[config.mk]
export PLATFORM = sky130hd
export DESIGN_NAME = ddr_boot_seq
export DESIGN_NICKNAME = d
export VERILOG_FILES = /design/src/rtl/ddr_boot_pkg.sv /design/src/rtl/ddr_boot_wait.sv /design/src/rtl/ddr_boot_cmd.sv /design/src/rtl/ddr_boot_seq.sv
export SDC_FILE = /design/constraint.sdc
export NUM_CORES = 1
export LEC_CHECK = 0
export CAP_MARGIN = 25
export CORE_MARGIN = 1
export CORE_UTILIZATION = 30
export CTS_BUF_LIST = sky130_fd_sc_hd__clkbuf_4 sky130_fd_sc_hd__clkbuf_8
export CTS_CLUSTER_DIAMETER = 120
export DETAILED_ROUTE_END_ITERATION = 8
export PLACE_DENSITY = 0.54
export SLEW_MARGIN = 25
export SYNTH_ARGS = -nofsm -noshare
export SYNTH_HDL_FRONTEND = slang
export SYNTH_SLANG_ARGS = --single-unit
export TNS_END_PERCENT = 50
[constraint.sdc]
create_clock -name clk -period 3.7 [get_ports clk]
set_input_delay 0.555 -clock clk [delete_from_list [all_inputs] [get_ports clk]]
set_output_delay 0.555 -clock clk [all_outputs]
set_load 0.01 [all_outputs]
[src/rtl/ddr_boot_pkg.sv]
package ddr_boot_pkg;

    typedef enum logic [3:0] {
        ST_IDLE,
        ST_CKE,
        ST_PRE_A,
        ST_EXT_MR,
        ST_MR_DLL,
        ST_WAIT_DLL,
        ST_PRE_B,
        ST_REF_A,
        ST_WAIT_RA,
        ST_REF_B,
        ST_WAIT_RB,
        ST_MR_RUN,
        ST_WAIT_MR,
        ST_DONE
    } step_e;

    function automatic step_e next_step(step_e s);
        case (s)
            ST_IDLE:     return ST_CKE;
            ST_CKE:      return ST_PRE_A;
            ST_PRE_A:    return ST_EXT_MR;
            ST_EXT_MR:   return ST_MR_DLL;
            ST_MR_DLL:   return ST_WAIT_DLL;
            ST_WAIT_DLL: return ST_PRE_B;
            ST_PRE_B:    return ST_REF_A;
            ST_REF_A:    return ST_WAIT_RA;
            ST_WAIT_RA:  return ST_REF_B;
            ST_REF_B:    return ST_WAIT_RB;
            ST_WAIT_RB:  return ST_MR_RUN;
            ST_MR_RUN:   return ST_WAIT_MR;
            default:     return ST_DONE;
        endcase
    endfunction

    function automatic logic is_wait(step_e s);
        return (s == ST_WAIT_DLL) || (s == ST_WAIT_RA) ||
               (s == ST_WAIT_RB)  || (s == ST_WAIT_MR);
    endfunction

endpackage

[src/rtl/ddr_boot_wait.sv]
module ddr_boot_wait
    import ddr_boot_pkg::*;
#(
    parameter int CNT_W = 8,
    parameter int T_DLL = 200,
    parameter int T_REF = 4,
    parameter int T_MR  = 200
) (
    input  step_e            step,
    output logic [CNT_W-1:0] len
);

    always_comb begin
        case (step)
            ST_WAIT_DLL:            len = CNT_W'(T_DLL);
            ST_WAIT_RA, ST_WAIT_RB: len = CNT_W'(T_REF);
            ST_WAIT_MR:             len = CNT_W'(T_MR);
            default:                len = '0;
        endcase
    end

endmodule

[src/rtl/ddr_boot_cmd.sv]
module ddr_boot_cmd
    import ddr_boot_pkg::*;
#(
    parameter int          ADDR_W     = 13,
    parameter int          BA_W       = 2,
    parameter int          PRE_BIT    = 10,
    parameter logic [15:0] EXT_MR_VAL = 16'h0000,
    parameter logic [15:0] MR_DLL_VAL = 16'h0132,
    parameter logic [15:0] MR_RUN_VAL = 16'h0032
) (
    input  step_e              step,
    output logic               cke,
    output logic               cs,
    output logic               ras,
    output logic               cas,
    output logic               we,
    output logic [ADDR_W-1:0]  addr,
    output logic [BA_W-1:0]    ba,
    output logic               done
);

    localparam logic [ADDR_W-1:0] PRE_ADDR = ADDR_W'(1) << PRE_BIT;

    always_comb begin
        cke  = (step != ST_IDLE);
        done = (step == ST_DONE);
        cs   = 1'b0;
        ras  = 1'b0;
        cas  = 1'b0;
        we   = 1'b0;
        addr = '0;
        ba   = '0;
        case (step)
            ST_PRE_A, ST_PRE_B: begin
                {cs, ras, we} = 3'b111;
                addr          = PRE_ADDR;
            end
            ST_EXT_MR: begin
                {cs, ras, cas, we} = 4'b1111;
                addr               = EXT_MR_VAL[ADDR_W-1:0];
                ba                 = BA_W'(1);
            end
            ST_MR_DLL: begin
                {cs, ras, cas, we} = 4'b1111;
                addr               = MR_DLL_VAL[ADDR_W-1:0];
            end
            ST_MR_RUN: begin
                {cs, ras, cas, we} = 4'b1111;
                addr               = MR_RUN_VAL[ADDR_W-1:0];
            end
            ST_REF_A, ST_REF_B: begin
                {cs, ras, cas} = 3'b111;
            end
            default: ;
        endcase
    end

endmodule

[src/rtl/ddr_boot_seq.sv]
module ddr_boot_seq
    import ddr_boot_pkg::*;
#(
    parameter int          ADDR_W     = 13,
    parameter int          BA_W       = 2,
    parameter int          PRE_BIT    = 10,
    parameter logic [15:0] EXT_MR_VAL = 16'h0000,
    parameter logic [15:0] MR_DLL_VAL = 16'h0132,
    parameter logic [15:0] MR_RUN_VAL = 16'h0032,
    parameter int          T_DLL      = 200,
    parameter int          T_REF      = 4,
    parameter int          T_MR       = 200
) (
    input  logic              clk,
    input  logic              rst_n,
    input  logic              start,
    output logic              cke,
    output logic              cs,
    output logic              ras,
    output logic              cas,
    output logic              we,
    output logic [ADDR_W-1:0] addr,
    output logic [BA_W-1:0]   ba,
    output logic              done
);

    localparam int T_MAX01 = (T_DLL > T_REF) ? T_DLL : T_REF;
    localparam int T_MAX   = (T_MAX01 > T_MR) ? T_MAX01 : T_MR;
    localparam int CNT_W   = $clog2(T_MAX + 1);

    typedef struct packed {
        step_e            step;
        logic [CNT_W-1:0] cnt;
    } ctl_t;

    typedef struct packed {
        logic              cke;
        logic              cs;
        logic              ras;
        logic              cas;
        logic              we;
        logic [ADDR_W-1:0] addr;
        logic [BA_W-1:0]   ba;
        logic              done;
    } bus_t;

    ctl_t             ctl_d, ctl_q;
    bus_t             bus_d, bus_q;
    step_e            step_nx;
    logic [CNT_W-1:0] wait_len;

    assign step_nx = next_step(ctl_q.step);

    ddr_boot_wait #(
        .CNT_W (CNT_W),
        .T_DLL (T_DLL),
        .T_REF (T_REF),
        .T_MR  (T_MR)
    ) u_wait (
        .step (step_nx),
        .len  (wait_len)
    );

    always_comb begin
        logic adv;
        ctl_d = ctl_q;
        adv   = 1'b0;
        if (ctl_q.step == ST_IDLE) begin
            adv = start;
        end else if (ctl_q.step == ST_DONE) begin
            adv = 1'b0;
        end else if (is_wait(ctl_q.step)) begin
            if (ctl_q.cnt <= CNT_W'(1)) adv = 1'b1;
            else                        ctl_d.cnt = ctl_q.cnt - CNT_W'(1);
        end else begin
            adv = 1'b1;
        end
        if (adv) begin
            ctl_d.step = step_nx;
            ctl_d.cnt  = wait_len;
        end
    end

    ddr_boot_cmd #(
        .ADDR_W     (ADDR_W),
        .BA_W       (BA_W),
        .PRE_BIT    (PRE_BIT),
        .EXT_MR_VAL (EXT_MR_VAL),
        .MR_DLL_VAL (MR_DLL_VAL),
        .MR_RUN_VAL (MR_RUN_VAL)
    ) u_cmd (
        .step (ctl_d.step),
        .cke  (bus_d.cke),
        .cs   (bus_d.cs),
        .ras  (bus_d.ras),
        .cas  (bus_d.cas),
        .we   (bus_d.we),
        .addr (bus_d.addr),
        .ba   (bus_d.ba),
        .done (bus_d.done)
    );

    always_ff @(posedge clk or negedge rst_n) begin
        if (!rst_n) begin
            ctl_q <= '{step: ST_IDLE, cnt: '0};
            bus_q <= '0;
        end else begin
            ctl_q <= ctl_d;
            bus_q <= bus_d;
        end
    end

    assign cke  = bus_q.cke;
    assign cs   = bus_q.cs;
    assign ras  = bus_q.ras;
    assign cas  = bus_q.cas;
    assign we   = bus_q.we;
    assign addr = bus_q.addr;
    assign ba   = bus_q.ba;
    assign done = bus_q.done;

endmodule

==> impl_metrics.env, run 1 <==
export IMPL_ys_ff_latch=21
export IMPL_yosysWarnings=0
export IMPL_cp_common_cell="or4_4"
export IMPL_die_area_um2=5245
export IMPL_path_max_fanout=11
export IMPL_drc_errors=0
export IMPL_synth_edff_count=0
export IMPL_fmaxAchievable_mhz=346.9
export IMPL_async_reset_ff_frac=1.000
export IMPL_tightestPinTransition_ps=593.4
export IMPL_p_seq_frac=0.286
export IMPL_rsz0062_at_grt="no"
export IMPL_crit_path_top_delay_cell="or4_4"
export IMPL_cts_tree="yes"
export IMPL_use_met3=0.02222
export IMPL_crit_type="flip-flop to flip-flop"
export IMPL_hpwlAfterDp_mm=2.181
export IMPL_core_area_um2=4755
export IMPL_synth_seq_area_share=0.3532
export IMPL_fin_skew_ps=2.061
export IMPL_h_tree_depth=1
export IMPL_maxSlewHeadroom=0.6029
export IMPL_tns_ps=0
export IMPL_postCtsSetupBuffers=0
export IMPL_finalWirelength_mm=3.156
export IMPL_yosysUniqueCellTypes=52
export IMPL_hp_class="input pin to async pin"
export IMPL_use_met2=0.1869
export IMPL_final_nets=185
export IMPL_grt_antenna_before_repair=0
export IMPL_ir_worst_vdd_v=0.0002606
export IMPL_num_io_pins=24
export IMPL_wl_per_cell_um=13.04
export IMPL_syn_avg_cell_area_um2=8.855
export IMPL_powerDensity_nw_per_um2=828.8
export IMPL_setup_violations=0
export IMPL_synth_cells=168
export IMPL_final_cell_mix="dfrtp_1, o21ai_0, nand2_1, nor2_1, clkdlybuf4s50_1"
export IMPL_dieHeight_um=72.42
export IMPL_ctsRootBufferMaster="clkbuf_8"
export IMPL_combPwrFrac=0.597
export IMPL_vias_per_cell=5.153
export IMPL_worstSetupStartpointType="flip-flop"
export IMPL_final_common_cell="dfrtp_1"
export IMPL_synth_top_area_cell="dfrtp_1"
export IMPL_status="complete, no violations"
export IMPL_worstPathArrival_ps=3040
export IMPL_grt_busiest_layer="met1"
export IMPL_power_frac_clock=0.117
export IMPL_clock_sinks=21
export IMPL_total_leakage_power_nw=0.6508
export IMPL_slew_viol_final=0
export IMPL_p_sw_frac=0.4847
export IMPL_layout_setup_ws_ps=817.3
export IMPL_ys_flop_type="dfrtp_1"
export IMPL_clkTransAtPathRegs_ps=80
export IMPL_cts_max_path_buffers=2
export IMPL_gp_congestion=0.9755
export IMPL_crit_chain="or4_4 -> or4_4 -> a21oi_4 -> mux2i_1 -> o22ai_1 -> a311o_1"
export IMPL_firstDrtPassIters=5
export IMPL_internal_power_w=0.0006979
export IMPL_holdBufCountCts=0
export IMPL_placedCellCount=238
export IMPL_vias=1247
export IMPL_grt_pass1_vias=1115
export IMPL_end_kind="flip-flop"
export IMPL_overflow=0
export IMPL_diodes=0
export IMPL_critPathRequiredTime_ps=3860
export IMPL_rows=25
export IMPL_yosysTopAreaCellShare=0.3532
export IMPL_start_util=0.3129
export IMPL_period_needed_ps=2883
export IMPL_clock_latency_ps=270
export IMPL_critical_path_top_delay_family="simple AND/OR/NAND/NOR gates"
export IMPL_drtIter0Drc=106
export IMPL_cts_resized=0
export IMPL_fin_crit_sh=0.7791
export IMPL_die_x_um=72.42
export IMPL_grt_first_pass_wirelength_mm=5.409
export IMPL_crit_buf_inv=0
export IMPL_slowest_delay_ps=590
export IMPL_cts_buffers=3
export IMPL_drive_gt1_frac=0.1086
export IMPL_grt_max_degree=22
export IMPL_post_place_ws_ps=849.9
export IMPL_synth_area_top_cells="dfrtp_1, buf_4, o21ai_0, ha_1, a21oi_1"
export IMPL_maxCapViolations=0
export IMPL_ant_nets=0
export IMPL_synth_area_um2=1488
export IMPL_final_hold_violation_count=0
export IMPL_port_buffers=14
export IMPL_final_cells=242
export IMPL_track_usage=0.1310
export IMPL_use_met1=0.1899
export IMPL_area_growth_pct=9.840
export IMPL_p_sw_w=0.0006564
-- metal layers --
layer | vias to the layer above | part of all wire
li1 | 607 | -
met1 | 578 | 0.49
met2 | 53 | 0.44
met3 | 9 | 0.051
met4 | 0 | 0.016
met5 | - | 0
-- stage by stage --
stage                 util  total power (W)  cell area [um2]  hold WS (ps)
global placement    0.3350         0.001201             1593         519.6
finish              0.3437         0.001354             1634         237.9
CTS                 0.3447         0.001352             1639         544.7
detailed placement  0.3350         0.001191             1593         525.3
floorplan                -         0.001043             1518         259.4
global route        0.3437         0.001470             1634         289.6
-- layout make-up --
class                           instances  area, um2
Fill cell                             515       3120
Timing Repair Buffer                   15      142.6
Clock buffer                            3      41.29
Inverter                                8      30.03
Sequential cell                        21      525.5
Tap cell                               67      83.83
Clock inverter                          1      5.005
Multi-Input combinational cell        127      805.8
-- synthesized netlist by cell type, types with 3 or more instances --
master / count
a21oi_1: 11
a31oi_1: 5
and2_1: 3
buf_4: 12
buf_6: 3
clkbuf_1: 3
dfrtp_1: 21
ha_1: 6
inv_1: 7
nand2_1: 13
nand3_1: 3
nor2_1: 13
nor3_1: 5
o21ai_0: 16
or3_1: 3
-- flip-flops by register name, indices dropped and copies added, names as in the netlist --
| signal | cells |
|---|---|
| ctl_q | 12 |
| addr | 3 |
| ba | 1 |
| cas | 1 |
| cke | 1 |
| done | 1 |
| ras | 1 |
| we | 1 |
-- worst register-to-register path: stages, from the launching register on --
cell,delay (ps)
dfrtp_1,440
or4_4,590
or4_4,540
a21oi_4,350
mux2i_1,340
o22ai_1,140
a311o_1,370
-- cell families after synthesis --
kind of cell | Yosys count | synth area share
AND/OR/NAND/NOR | 54 | 0.2002
other | 1 | 0.002521
adder cells (fa/ha/maj) | 6 | 0.05046
buffers and inverters | 28 | 0.1253
flip-flops | 21 | 0.3532
XOR/XNOR | 2 | 0.01178
AO/OA/AOI/OAI | 54 | 0.2422
multiplexers | 2 | 0.01430
-- power by group through the flow --
| stage | clock network [W] | registers (W) | logic [W] |
|---|---|---|---|
| global route | 0.000170 | 0.000401 | 0.000900 |
| global placement | 0 | 0.000392 | 0.000809 |
| detailed placement | 0 | 0.000389 | 0.000803 |
| floorplan | 0 | 0.000365 | 0.000678 |
| CTS | 0.000163 | 0.000386 | 0.000803 |
| finish | 0.000158 | 0.000387 | 0.000809 |
-- path summary, 6_finish.rpt --
| kind | start | to | slack (ps) | cells after the start |
|---|---|---|---|---|
| max | ctl_q[3] | we | 820 | 6 |
| min | rst_n | ba[0] | 240 | 1 |
| max reg2reg | ctl_q[3] | we | 820 | 6 |
| min reg2reg | ctl_q[1] | ctl_q[1] | 530 | 2 |
| max in group asynchronous | rst_n | ctl_q[7] | 3130 | 1 |
| min in group clk | ctl_q[1] | ctl_q[1] | 530 | 2 |
Note: power is estimated with default switching activity, not from simulation.
==> inputs of run 2 (changes only) <==
==> constraint.sdc (replaced) <==
create_clock -name clk -period 2.72 [get_ports clk]
set_input_delay 0.408 -clock clk [delete_from_list [all_inputs] [get_ports clk]]
set_output_delay 0.408 -clock clk [all_outputs]
set_load 0.01 [all_outputs]
==> impl_metrics.env, run 2 (synthesized netlist as in run 1, its figures left out) <==
export IMPL_fin_skew_ps=2.753
export IMPL_core_area_um2=4755
export IMPL_port_buffers=14
export IMPL_largest_register="ctl_q"
export IMPL_largest_reg_flops=12
export IMPL_fin_crit_sh=0.9586
export IMPL_grt_max_degree=22
export IMPL_final_common_cell="dfrtp_1"
export IMPL_gp_congestion=0.9217
export IMPL_setup_violations=0
export IMPL_maxSlewHeadroom=0.6056
export IMPL_worstSetupStartpointType="flip-flop"
export IMPL_vias=1278
export IMPL_wl_per_cell_um=12.42
export IMPL_dieHeight_um=72.42
export IMPL_placed_area_um2=1690
export IMPL_critPathRequiredTime_ps=2880
export IMPL_total_power_w=0.001972
export IMPL_start_util=0.3129
export IMPL_finalWirelength_mm=3.167
export IMPL_tns_ps=0
export IMPL_final_cell_mix="dfrtp_1, o21ai_0, clkdlybuf4s50_1, buf_4"
export IMPL_worstPathArrival_ps=2770
export IMPL_drc_errors=0
export IMPL_drive_gt1_frac=0.1649
export IMPL_diodes=0
export IMPL_ir_worst_vdd_v=0.0003129
export IMPL_placedCellCount=251
export IMPL_h_tree_depth=1
export IMPL_num_io_pins=24
export IMPL_hpwlAfterDp_mm=2.299
export IMPL_tightestPinTransition_ps=589.4
export IMPL_fmaxAchievable_mhz=383.5
export IMPL_die_area_um2=5245
export IMPL_final_core_util=0.3653
export IMPL_firstDrtPassIters=4
export IMPL_ant_nets=0
export IMPL_grt_pass1_vias=1131
export IMPL_final_nets=198
export IMPL_rows=25
export IMPL_status="complete, no violations"
export IMPL_cts_resized=0
export IMPL_ctsRootBufferMaster="clkbuf_8"
export IMPL_grt_first_pass_wirelength_mm=5.520
export IMPL_die_x_um=72.42
export IMPL_hp_class="input pin to async pin"
export IMPL_overflow=0
export IMPL_powerDensity_nw_per_um2=1135
export IMPL_clkTransAtPathRegs_ps=80
export IMPL_cts_buffers=3
export IMPL_maxCapViolations=0
export IMPL_total_leakage_power_nw=0.7119
export IMPL_slew_viol_final=0
export IMPL_end_kind="flip-flop"
export IMPL_drtIter0Drc=190
export IMPL_cts_max_path_buffers=2
export IMPL_design_area_um2=1737
export IMPL_final_cells=255
export IMPL_holdBufCountCts=0
export IMPL_path_max_fanout=6
export IMPL_track_usage=0.1357
export IMPL_fill_cells=495
export IMPL_clock_latency_ps=270
export IMPL_vias_per_cell=5.012
export IMPL_postCtsSetupBuffers=0
export IMPL_grt_antenna_before_repair=0
export IMPL_area_growth_pct=16.74
export IMPL_rsz0062_at_grt="no"
export IMPL_final_hold_violation_count=0
export IMPL_clock_sinks=21
export IMPL_period_needed_ps=2607
export IMPL_crit_type="flip-flop to flip-flop"
export IMPL_cts_tree="yes"
run 2: metrics by stage:
step | hold slack [ps] | setup slack [ps]
after floorplan | 112.4 | 163.2
after global placement | 514.3 | 84.10
after detailed placement | 519.5 | 149.3
after CTS | 493.3 | 131.0
after global routing | 512.8 | 25.74
final | 480.9 | 112.6
run 2: cell type report:
| class | count | area (um2) | area share |
|---|---|---|---|
| clock inverter | 1 | 5.005 | 0.002882 |
| tap | 67 | 83.83 | 0.04827 |
| timing repair buffer | 28 | 245.2 | 0.1412 |
| inverter | 8 | 30.03 | 0.01729 |
| sequential | 21 | 525.5 | 0.3026 |
| clock buffer | 3 | 41.29 | 0.02378 |
| multi-input combinational | 127 | 805.8 | 0.4640 |
run 2: path summary, 6_finish.rpt:
check / startpoint / to / slack, ps / depth (start not counted)
worst max-delay path: ctl_q[3] / we / 110 / 6
worst min-delay path: rst_n / we / 480 / 2
worst max register to register: ctl_q[3] / we / 110 / 6
worst min register to register: ctl_q[1] / ctl_q[1] / 530 / 2
max in group asynchronous: rst_n / ctl_q[4] / 2020 / 2
min in group clk: ctl_q[1] / ctl_q[1] / 530 / 2
run 2: where the power goes:
group / total [W] / leakage (nW) / internal (W) / switching [W]
logic: 0.00128 / 0.425 / 0.000550 / 0.000730
registers: 0.000483 / 0.262 / 0.000409 / 0.0000742
clock network: 0.000208 / 0.0255 / 0.000102 / 0.000106
run 2: per-layer routing:
layer | vias up | GRT usage | part of all wire
met5 | - | 0 | 0
li1 | 629 | - | -
met1 | 583 | 0.2026 | 0.49
met3 | 5 | 0.01250 | 0.063
met2 | 61 | 0.1942 | 0.43
met4 | 0 | 0.06754 | 0.019
run 2: worst max-delay path: stages (launching register included):
cell	delay, ps
dfrtp_1	430
or4_4	580
or4_4	540
a21oi_4	160
mux2i_1	290
o22ai_1	150
a311o_1	360
